**config.mk**
```make
export PLATFORM = sky130hd
export DESIGN_NAME = wdog_bank
export DESIGN_NICKNAME = d
export VERILOG_FILES = /design/src/rtl/wdog_pkg.sv /design/src/rtl/wdog_decode.sv /design/src/rtl/wdog_channel.sv /design/src/rtl/wdog_datapath.sv /design/src/rtl/wdog_bank.sv
export SDC_FILE = /design/constraint.sdc
export NUM_CORES = 1
export LEC_CHECK = 0
export ABC_AREA = 1
export BUFFER_PORTS_ARGS = -buffer_cell sky130_fd_sc_hd__buf_2
export CORE_MARGIN = 1.5
export CORE_UTILIZATION = 63
export DETAILED_ROUTE_END_ITERATION = 10
export GPL_ROUTABILITY_DRIVEN = 0
export PLACE_DENSITY = 0.81
export SYNTH_ARGS = -nofsm -noshare
export SYNTH_HDL_FRONTEND = slang
export SYNTH_SLANG_ARGS = --single-unit
export TNS_END_PERCENT = 20
```
**constraint.sdc**
```tcl
create_clock -name clk -period 1.98 [get_ports clk]
set_input_delay 0.396 -clock clk [delete_from_list [all_inputs] [get_ports clk]]
set_output_delay 0.396 -clock clk [all_outputs]
set_load 0.005 [all_outputs]
```
**src/rtl/wdog_pkg.sv**
```systemverilog
package wdog_pkg;
  localparam int CH_N    = 3;
  localparam int CH_W    = $clog2(CH_N);
  localparam int ADDR_W  = CH_W + 4;
  localparam int BARK_CH = 0;

  // control bit positions
  localparam int CTL_IRQ_EN = 0;
  localparam int CTL_IRQ_ST = 1;
  localparam int CTL_RST_EN = 2;
  localparam int CTL_W      = 3;

  typedef enum logic [1:0] {
    FLD_CNT  = 2'd0,
    FLD_BITE = 2'd1,
    FLD_BARK = 2'd2,
    FLD_CTRL = 2'd3
  } fld_e;

  typedef struct packed {
    logic [CH_N-1:0] cntWr;
    logic [CH_N-1:0] biteWr;
    logic [CH_N-1:0] barkWr;
    logic [CH_N-1:0] ctrlWr;
    logic            rdValid;
    logic [CH_W-1:0] rdCh;
    fld_e            rdFld;
  } wdStrobe_t;
endpackage

```
**src/rtl/wdog_decode.sv**
```systemverilog
module wdog_decode
  import wdog_pkg::*;
(
  input  logic              busWrEn,
  input  logic [ADDR_W-1:0] busAddr,
  output wdStrobe_t         strobe
);
  logic [CH_W-1:0] chIdx;
  fld_e            fld;
  logic            aligned;
  logic            chOk;
  logic            fldOk;
  logic            hit;

  always_comb begin
    chIdx   = busAddr[ADDR_W-1:4];
    fld     = fld_e'(busAddr[3:2]);
    aligned = (busAddr[1:0] == 2'b00);
    chOk    = ({1'b0, chIdx} < (CH_W+1)'(CH_N));
    fldOk   = (fld != FLD_BARK) || (chIdx == CH_W'(BARK_CH));
    hit     = aligned && chOk && fldOk;

    strobe = '0;
    strobe.rdValid = hit;
    strobe.rdCh    = chIdx;
    strobe.rdFld   = fld;
    for (int i = 0; i < CH_N; i++) begin
      if (busWrEn && hit && chIdx == CH_W'(i)) begin
        strobe.cntWr[i]  = (fld == FLD_CNT);
        strobe.biteWr[i] = (fld == FLD_BITE);
        strobe.barkWr[i] = (fld == FLD_BARK);
        strobe.ctrlWr[i] = (fld == FLD_CTRL);
      end
    end
  end
endmodule

```
**src/rtl/wdog_channel.sv**
```systemverilog
module wdog_channel
  import wdog_pkg::*;
#(
  parameter int CNT_W    = 32,
  parameter bit HAS_BARK = 1'b0
) (
  input  logic             clk,
  input  logic             rstN,
  input  logic             cntWr,
  input  logic             biteWr,
  input  logic             barkWr,
  input  logic             ctrlWr,
  input  logic [CNT_W-1:0] wrData,
  output logic [CNT_W-1:0] cntQ,
  output logic [CNT_W-1:0] biteQ,
  output logic [CNT_W-1:0] barkQ,
  output logic [CTL_W-1:0] ctrlQ,
  output logic             rstHitQ,
  output logic             irqQ
);
  logic rstEnQ;
  logic irqEnQ;

  always_ff @(posedge clk or negedge rstN) begin
    if (!rstN) begin
      cntQ    <= '0;
      biteQ   <= '0;
      rstEnQ  <= 1'b0;
      rstHitQ <= 1'b0;
    end else begin
      cntQ    <= cntWr ? wrData : cntQ + CNT_W'(1);
      if (biteWr) biteQ <= wrData;
      if (ctrlWr) rstEnQ <= wrData[CTL_RST_EN];
      rstHitQ <= rstEnQ && (cntQ >= biteQ);
    end
  end

  generate
    if (HAS_BARK) begin : g_bark
      logic [CNT_W-1:0] barkR;
      logic             stR;
      logic             enR;
      logic             stClr;
      logic             stSet;
      assign stClr = ctrlWr && wrData[CTL_IRQ_ST];
      assign stSet = enR && (cntQ >= barkR);
      always_ff @(posedge clk or negedge rstN) begin
        if (!rstN) begin
          barkR <= '0;
          stR   <= 1'b0;
          enR   <= 1'b0;
        end else begin
          if (barkWr) barkR <= wrData;
          if (ctrlWr) enR <= wrData[CTL_IRQ_EN];
          stR <= (stR && !stClr) || stSet;
        end
      end
      assign barkQ  = barkR;
      assign irqQ   = stR;
      assign irqEnQ = enR;
    end else begin : g_nobark
      logic unusedBarkWr;
      assign unusedBarkWr = barkWr;
      assign barkQ  = '0;
      assign irqQ   = 1'b0;
      assign irqEnQ = 1'b0;
    end
  endgenerate

  always_comb begin
    ctrlQ             = '0;
    ctrlQ[CTL_IRQ_EN] = irqEnQ;
    ctrlQ[CTL_IRQ_ST] = irqQ;
    ctrlQ[CTL_RST_EN] = rstEnQ;
  end
endmodule

```
**src/rtl/wdog_datapath.sv**
```systemverilog
module wdog_datapath
  import wdog_pkg::*;
#(
  parameter int CNT_W = 32
) (
  input  logic                  clk,
  input  logic                  rstN,
  input  wdStrobe_t             strobe,
  input  logic [CNT_W-1:0]      wrData,
  output logic [CNT_W-1:0]      rdData,
  output logic [CH_N-1:0]       rstHit,
  output logic                  irqLine,
  output logic [CH_N*CNT_W-1:0] cntFlat,
  output logic [CH_N*CNT_W-1:0] biteFlat,
  output logic [CH_N-1:0]       rstEnVec
);
  logic [CNT_W-1:0] cntQ  [CH_N];
  logic [CNT_W-1:0] biteQ [CH_N];
  logic [CNT_W-1:0] barkQ [CH_N];
  logic [CTL_W-1:0] ctrlQ [CH_N];
  logic [CH_N-1:0]  irqVec;

  generate
    for (genvar ch = 0; ch < CH_N; ch++) begin : g_ch
      wdog_channel #(
        .CNT_W   (CNT_W),
        .HAS_BARK(ch == BARK_CH)
      ) uChan (
        .clk    (clk),
        .rstN   (rstN),
        .cntWr  (strobe.cntWr[ch]),
        .biteWr (strobe.biteWr[ch]),
        .barkWr (strobe.barkWr[ch]),
        .ctrlWr (strobe.ctrlWr[ch]),
        .wrData (wrData),
        .cntQ   (cntQ[ch]),
        .biteQ  (biteQ[ch]),
        .barkQ  (barkQ[ch]),
        .ctrlQ  (ctrlQ[ch]),
        .rstHitQ(rstHit[ch]),
        .irqQ   (irqVec[ch])
      );
      assign cntFlat[ch*CNT_W +: CNT_W]  = cntQ[ch];
      assign biteFlat[ch*CNT_W +: CNT_W] = biteQ[ch];
      assign rstEnVec[ch]                = ctrlQ[ch][CTL_RST_EN];
    end
  endgenerate

  assign irqLine = |irqVec;

  always_comb begin
    rdData = '0;
    for (int i = 0; i < CH_N; i++) begin
      if (strobe.rdValid && strobe.rdCh == CH_W'(i)) begin
        case (strobe.rdFld)
          FLD_CNT:  rdData = cntQ[i];
          FLD_BITE: rdData = biteQ[i];
          FLD_BARK: rdData = barkQ[i];
          default:  rdData = {{(CNT_W-CTL_W){1'b0}}, ctrlQ[i]};
        endcase
      end
    end
  end
endmodule

```
**src/rtl/wdog_bank.sv**
```systemverilog
module wdog_bank
  import wdog_pkg::*;
#(
  parameter int CNT_W = 32
) (
  input  logic              clk,
  input  logic              rstN,
  input  logic              busWrEn,
  input  logic [ADDR_W-1:0] busAddr,
  input  logic [CNT_W-1:0]  busWrData,
  output logic [CNT_W-1:0]  busRdData,
  output logic              recoveryRst,
  output logic              machineRst,
  output logic              warnIrq
);
  wdStrobe_t             strobe;
  logic [CH_N-1:0]       rstHit;
  logic [CH_N*CNT_W-1:0] chCnt;
  logic [CH_N*CNT_W-1:0] chBite;
  logic [CH_N-1:0]       chRstEn;

  wdog_decode uDecode (
    .busWrEn(busWrEn),
    .busAddr(busAddr),
    .strobe (strobe)
  );

  wdog_datapath #(.CNT_W(CNT_W)) uData (
    .clk     (clk),
    .rstN    (rstN),
    .strobe  (strobe),
    .wrData  (busWrData),
    .rdData  (busRdData),
    .rstHit  (rstHit),
    .irqLine (warnIrq),
    .cntFlat (chCnt),
    .biteFlat(chBite),
    .rstEnVec(chRstEn)
  );

  assign recoveryRst = rstHit[0];
  assign machineRst  = |rstHit[CH_N-1:1];
endmodule

```
# Word-level counts from Yosys, hierarchy flattened
# Cells that the tools add are included.
dict set report totals {
  mem_count 0
  latchBits 0
  rom_bits 0
  register_bits 232
  ram_bits 0
}
dict set report classes {
  n_eq_ne 6
  reduce_logical 22
  n_lt_le_gt_ge 5
  add_sub_neg 3
  multipliers 0
  n_div 0
  shift 0
  n_mux 19
  bitwise 0
}
# cell count
set ops {}
lappend ops {{32-bit one-hot mux with 3 select lines} 3}
lappend ops {{32-bit two-way mux} 6}
lappend ops {{32-bit greater-or-equal comparator} 4}
lappend ops {{32-bit by 1-bit adder with 32-bit output (second input constant)} 3}
lappend ops {{1-bit logical AND} 15}
lappend ops {{1-bit two-way mux} 10}
lappend ops {{2-bit == test (second input constant)} 3}
lappend ops {{2-bit logical NOT} 3}
lappend ops {{2-bit by 1-bit == test with 1-bit output (second input constant)} 2}
lappend ops {{1-bit logical OR} 2}
lappend ops {{2-bit less-than comparator (second input constant)} 1}
lappend ops {{2-bit inequality test (second input constant)} 1}
lappend ops {{2-bit OR reduction} 1}
lappend ops {{1-bit logical NOT} 1}

# Depth between registers and ports, before layout
dict set report logic_depth {
  depth_word 10
  ltp_mapped 15
}

# Hierarchy
# A second synthesis with hierarchy kept.
dict set report hier_totals {
  hier_cells 2606
  hier_area_um2 17589.4
}
# mod cells_per_inst area_per_inst_um2 n_inst seq_area_each_um2
set by_module_without_submodules {}
lappend by_module_without_submodules {{wdog_channel at uData.g_ch[1].uChan ...} 595 4385.5 2 1651.6}
lappend by_module_without_submodules {{wdog_channel at uData.g_ch[0].uChan} 793 6150.9 1 2502.4}
lappend by_module_without_submodules {wdog_datapath 581 2428.6 1 0.0}
lappend by_module_without_submodules {wdog_decode 39 227.7 1 0.0}
lappend by_module_without_submodules {wdog_bank 3 11.3 1 0.0}

# Least setup slack after synthesis
# Ideal clock, no wire load.
dict set report synth_path {
  kind {input -> output}
  start {input busAddr[1]}
  end {output busRdData[12]}
  required_time_ps 1584
  slack_ps 249
  stages 7
  arrival_time_ps 1335
  n_path_buf 2
  cell_sequence {nor2_2 nand2_1 nor3_2 buf_4 clkbuf_1 nand2_1 nand3_1}
}
dict set report synth_between {
  elab_chain_len 7
  word_cells_on_any_way 9
  cone_classes {mux (3); reduce/logical (6)}
}
# element line_no
set synth_rtl {}
lappend synth_rtl {{start, declared} wdog_bank.sv:9} ;# input logic [ADDR_W-1:0] busAddr,
lappend synth_rtl {{2-bit logical NOT (*)} wdog_decode.sv:18} ;# aligned = (busAddr[1:0] == 2'b00);
lappend synth_rtl {{1-bit logical AND (*) (2 in a row)} wdog_decode.sv:21} ;# hit = aligned && chOk && fldOk;
lappend synth_rtl {{1-bit logical AND} wdog_datapath.sv:54} ;# if (strobe.rdValid && strobe.rdCh == CH_W'(i)) begin
lappend synth_rtl {{32-bit two-way mux (2 in a row)} wdog_datapath.sv:54}
lappend synth_rtl {{32-bit two-way mux (*)} wdog_datapath.sv:54}
lappend synth_rtl {{end, declared} wdog_bank.sv:11} ;# output logic [CNT_W-1:0] busRdData,
# Every way passes the cells marked *; elsewhere a longest branch is shown, timed or not.

# Worst setup path after layout
dict set report layout_path {
  start {register uData.g_ch[0].uChan.cntQ[1]}
  end {output busRdData[1]}
}
dict set report layout_between {
  elab_chain_len 4
}
# element line_no
set layout_rtl {}
lappend layout_rtl {{start, declared} wdog_channel.sv:14} ;# output logic [CNT_W-1:0] cntQ,
lappend layout_rtl {{start signal, assigned} wdog_channel.sv:31} ;# cntQ <= cntWr ? wrData : cntQ + CNT_W'(1);
lappend layout_rtl {{32-bit one-hot mux with 3 select lines} wdog_datapath.sv:55} ;# case (strobe.rdFld)
lappend layout_rtl {{32-bit two-way mux (3 in a row)} wdog_datapath.sv:54}
# Every way passes these cells.

==> reports/metrics.cfg <==
[floorplanning]
ios = 76
initial_core_util = 0.647
die_h_um = 162
rows = 57
die_area_mm2 = 0.0261
dieWidth_um = 162
core_area_mm2 = 0.0245

[clock_network]
h-tree-depth = 1
tritoncts = done
cts.path.max_buffers = 3
clock_tree.root_cell = clkbuf_16
clk_pin_slew_ns = 0.06
worstSkewPairLatency_ns = 0.55
cts.sinks = 232
cts_buffers = 26

[timing]
rsz0062_at_grt = yes
setup_viol = 27
fin_tns_setup_ns = -2.15
worst-slew-pin-transition_ns = 0.579
finalClockSkew_ns = 0.0162
hold_violations = 0
max_freq_mhz = 461
slew_violations = 0
layout_min_cycle_time_ns = 2.17
period_share = 1.10
relSlewSlack = 0.611
setup_ws_ns = -0.191

[pwr]
p_sw_mw = 6.61
ir_worst_vdd_mv = 0.899
clockPowerShare = 0.274
p_int_mw = 10.7
p_seq_frac = 0.372
power_density_mw_per_mm2 = 912
p_leak_nw = 9.21
comb_power_share = 0.354
p_sw_frac = 0.381

[detailed_routing]
postRouteAntennaNets = 0
post_drt_wl_per_cell_um = 20.3
drt_iter0_drc = 2128
via_per_inst = 6.19
wl_um = 55300
vias = 16881
drcViolationCount = 0
firstDrtPassIters = 7

[layout]
nNetsFinal = 2558
n_fill_cell = 1703
area_growth_pct = 19.9
n_antenna_cell = 0
most-common-layout-cells = 628 x nand2_1, 265 x inv_1, 209 x dfrtp_1
finish.utilization = 0.775
drive_above_1_share = 0.179
layout_commonest_cell = nand2_1

[global_route]
antenna_found_initial = 0
grt_overflow = 0
grt_first_pass_wirelength_um = 85300
first_global_vias = 16032
grt.total_usage = 0.419
grt_max_degree = 65

[critical_path]
arrival_ns = 1.77
r2r-end = uData.g_ch[0].uChan.irqQ
start_kind = flop
r2r_start = uData.g_ch[0].uChan.cntQ[3]
path_max_fanout = 2
rrSetupSlack_ns = -0.01
ff2ff_path_depth = 12
crit_path_end_kind = primary output
crit_type = reg -> out
worstPathRequired_ns = 1.58

[run_status]
violations = negative setup slack
outcome = finished, violations left

[yosys]
synth_area_mm2 = 0.0159
ys_seq_elements = 232
syn_inst = 2220
synthTopCellsByArea = dfrtp_1 37%, nand2_1 15%, ha_1 10%
ys_types = 36
syn_nets = 2392
yosysTopAreaCellShare = 0.366
ys_warn_count = 0
yosysTopAreaCell = dfrtp_1
yosysSeqAreaShare = 0.366
syn_avg_cell_area_um2 = 7.15

[placed_design]
io_buffer_count = 75
dp.final_hpwl_um = 39500

[run]
maxCapViolations = 0

[min_path]
min_path_type = in -> reg
whs_path_depth = 3
whs_endpoint = uData.g_ch[0].uChan.cntQ[0]
worstHoldStart = busWrData[0]

-- synthesized netlist by cell type (all sizes together) --
master	number
a31oi	16
o21ai	266
o211ai	5
buf	29
xor2	47
ha	131
and3	1
dfrtp	232
o22ai	66
inv	302
nand2	642
or2	5
nor2	182
nor4	3
o21a	7
nand4	29
o221ai	5
nand3	95
xnor2	7
a21oi	61
a21o	5
clkbuf	49
nor3	35
-- worst max-delay path, stage by stage, from the launching register on --
cell and delay [ns]:
dfrtp_1 0.39, buf_6 0.13, a21oi_2 0.13, o221ai_2 0.10, o211ai_1 0.16, nand3_1 0.15, buf_2 0.16
-- how the worst max path moves through the flow --
stage / start / endpoint / cells past startpoint / slack [ns]
global route: uData.g_ch[0].uChan.cntQ[1] / busRdData[1] / 6 / -0.22
finish: uData.g_ch[0].uChan.cntQ[1] / busRdData[1] / 6 / -0.19
CTS: uData.g_ch[0].uChan.cntQ[1] / busRdData[1] / 6 / -0.15
detailed placement: busAddr[2] / busRdData[30] / 9 / -0.26
global placement: busAddr[3] / busRdData[7] / 9 / -0.22
floorplan: busAddr[1] / busRdData[12] / 7 / 0.25
-- registers in the layout, summed over array words and instances, names as in the netlist --
register / count
uData.g_ch.uChan.rstEnQ: 3
uData.g_ch.uChan.cntQ: 96
uData.g_ch.uChan.g_bark.enR: 1
uData.g_ch.uChan.irqQ: 1
uData.g_ch.uChan.barkQ: 32
uData.g_ch.uChan.rstHitQ: 3
uData.g_ch.uChan.biteQ: 96
-- power by group through the flow --
stage                     Clock [mW]  Sequential, mW  Combinational, mW
final                           4.75            6.45               6.13
after global routing            4.92            6.54               6.82
after CTS                       4.73            6.40               5.66
after detailed placement           0            6.47               5.35
after global placement             0            6.44               5.05
after floorplan                    0            6.26               3.61
-- cell families after synthesis --
family / after synthesis / share of synthesized area
adder cells (fa/ha/maj): 131 / 0.103
buffers and inverters: 380 / 0.0930
flip-flops: 232 / 0.366
AO/OA/AOI/OAI: 431 / 0.146
AND/OR/NAND/NOR: 992 / 0.262
XOR/XNOR: 54 / 0.0298
-- timing repair --
action | in CTS | in global routing
setup buffers | 24 | 26
cloned | 1 | 1
resized for setup | 129 | 62
endpoints found under the hold margin | 51 | 0
hold buffers | 1 | 0
setup endpoints to repair | 31 | 49
pin swaps | 25 | 24
-- layer usage --
layer  share of wire  vias to the layer above  global-route usage  routed length [µm]
met5               0                        -                   0                   0
met4           0.067                        0               0.214                3700
met3            0.13                      286              0.0932                6980
met2            0.44                     1179               0.647               24000
met1            0.37                     7858               0.556               20500
li1                -                     7558                   -                   -
-- metrics by stage --
stage               std cells  total power, mW  hold WS (ns)  setup slack (ns)  cell area, µm²
CTS                      2703             16.8        0.0739            -0.148           18600
global route             2726             18.3         0.108            -0.218           19000
global placement         2640             11.5         0.370            -0.222           17300
floorplan                2220             9.87         0.100             0.249           15900
detailed placement       2640             11.8         0.366            -0.255           17300
finish                   2726             17.3        0.0745            -0.191           19000
-- area by class of cell --
| class | instances | area, µm² | share of cell area |
|---|---|---|---|
| repair buffers | 216 | 1810 | 0.0952 |
| flip-flops and latches | 232 | 5830 | 0.307 |
| clock buffers | 33 | 728 | 0.0383 |
| clock inverters | 11 | 82.6 | 0.00434 |
| inverters | 302 | 1140 | 0.0599 |
| multi-input cells | 1608 | 9020 | 0.474 |
| well taps | 324 | 405 | 0.0213 |
Note: power is estimated with default switching activity, not from simulation.
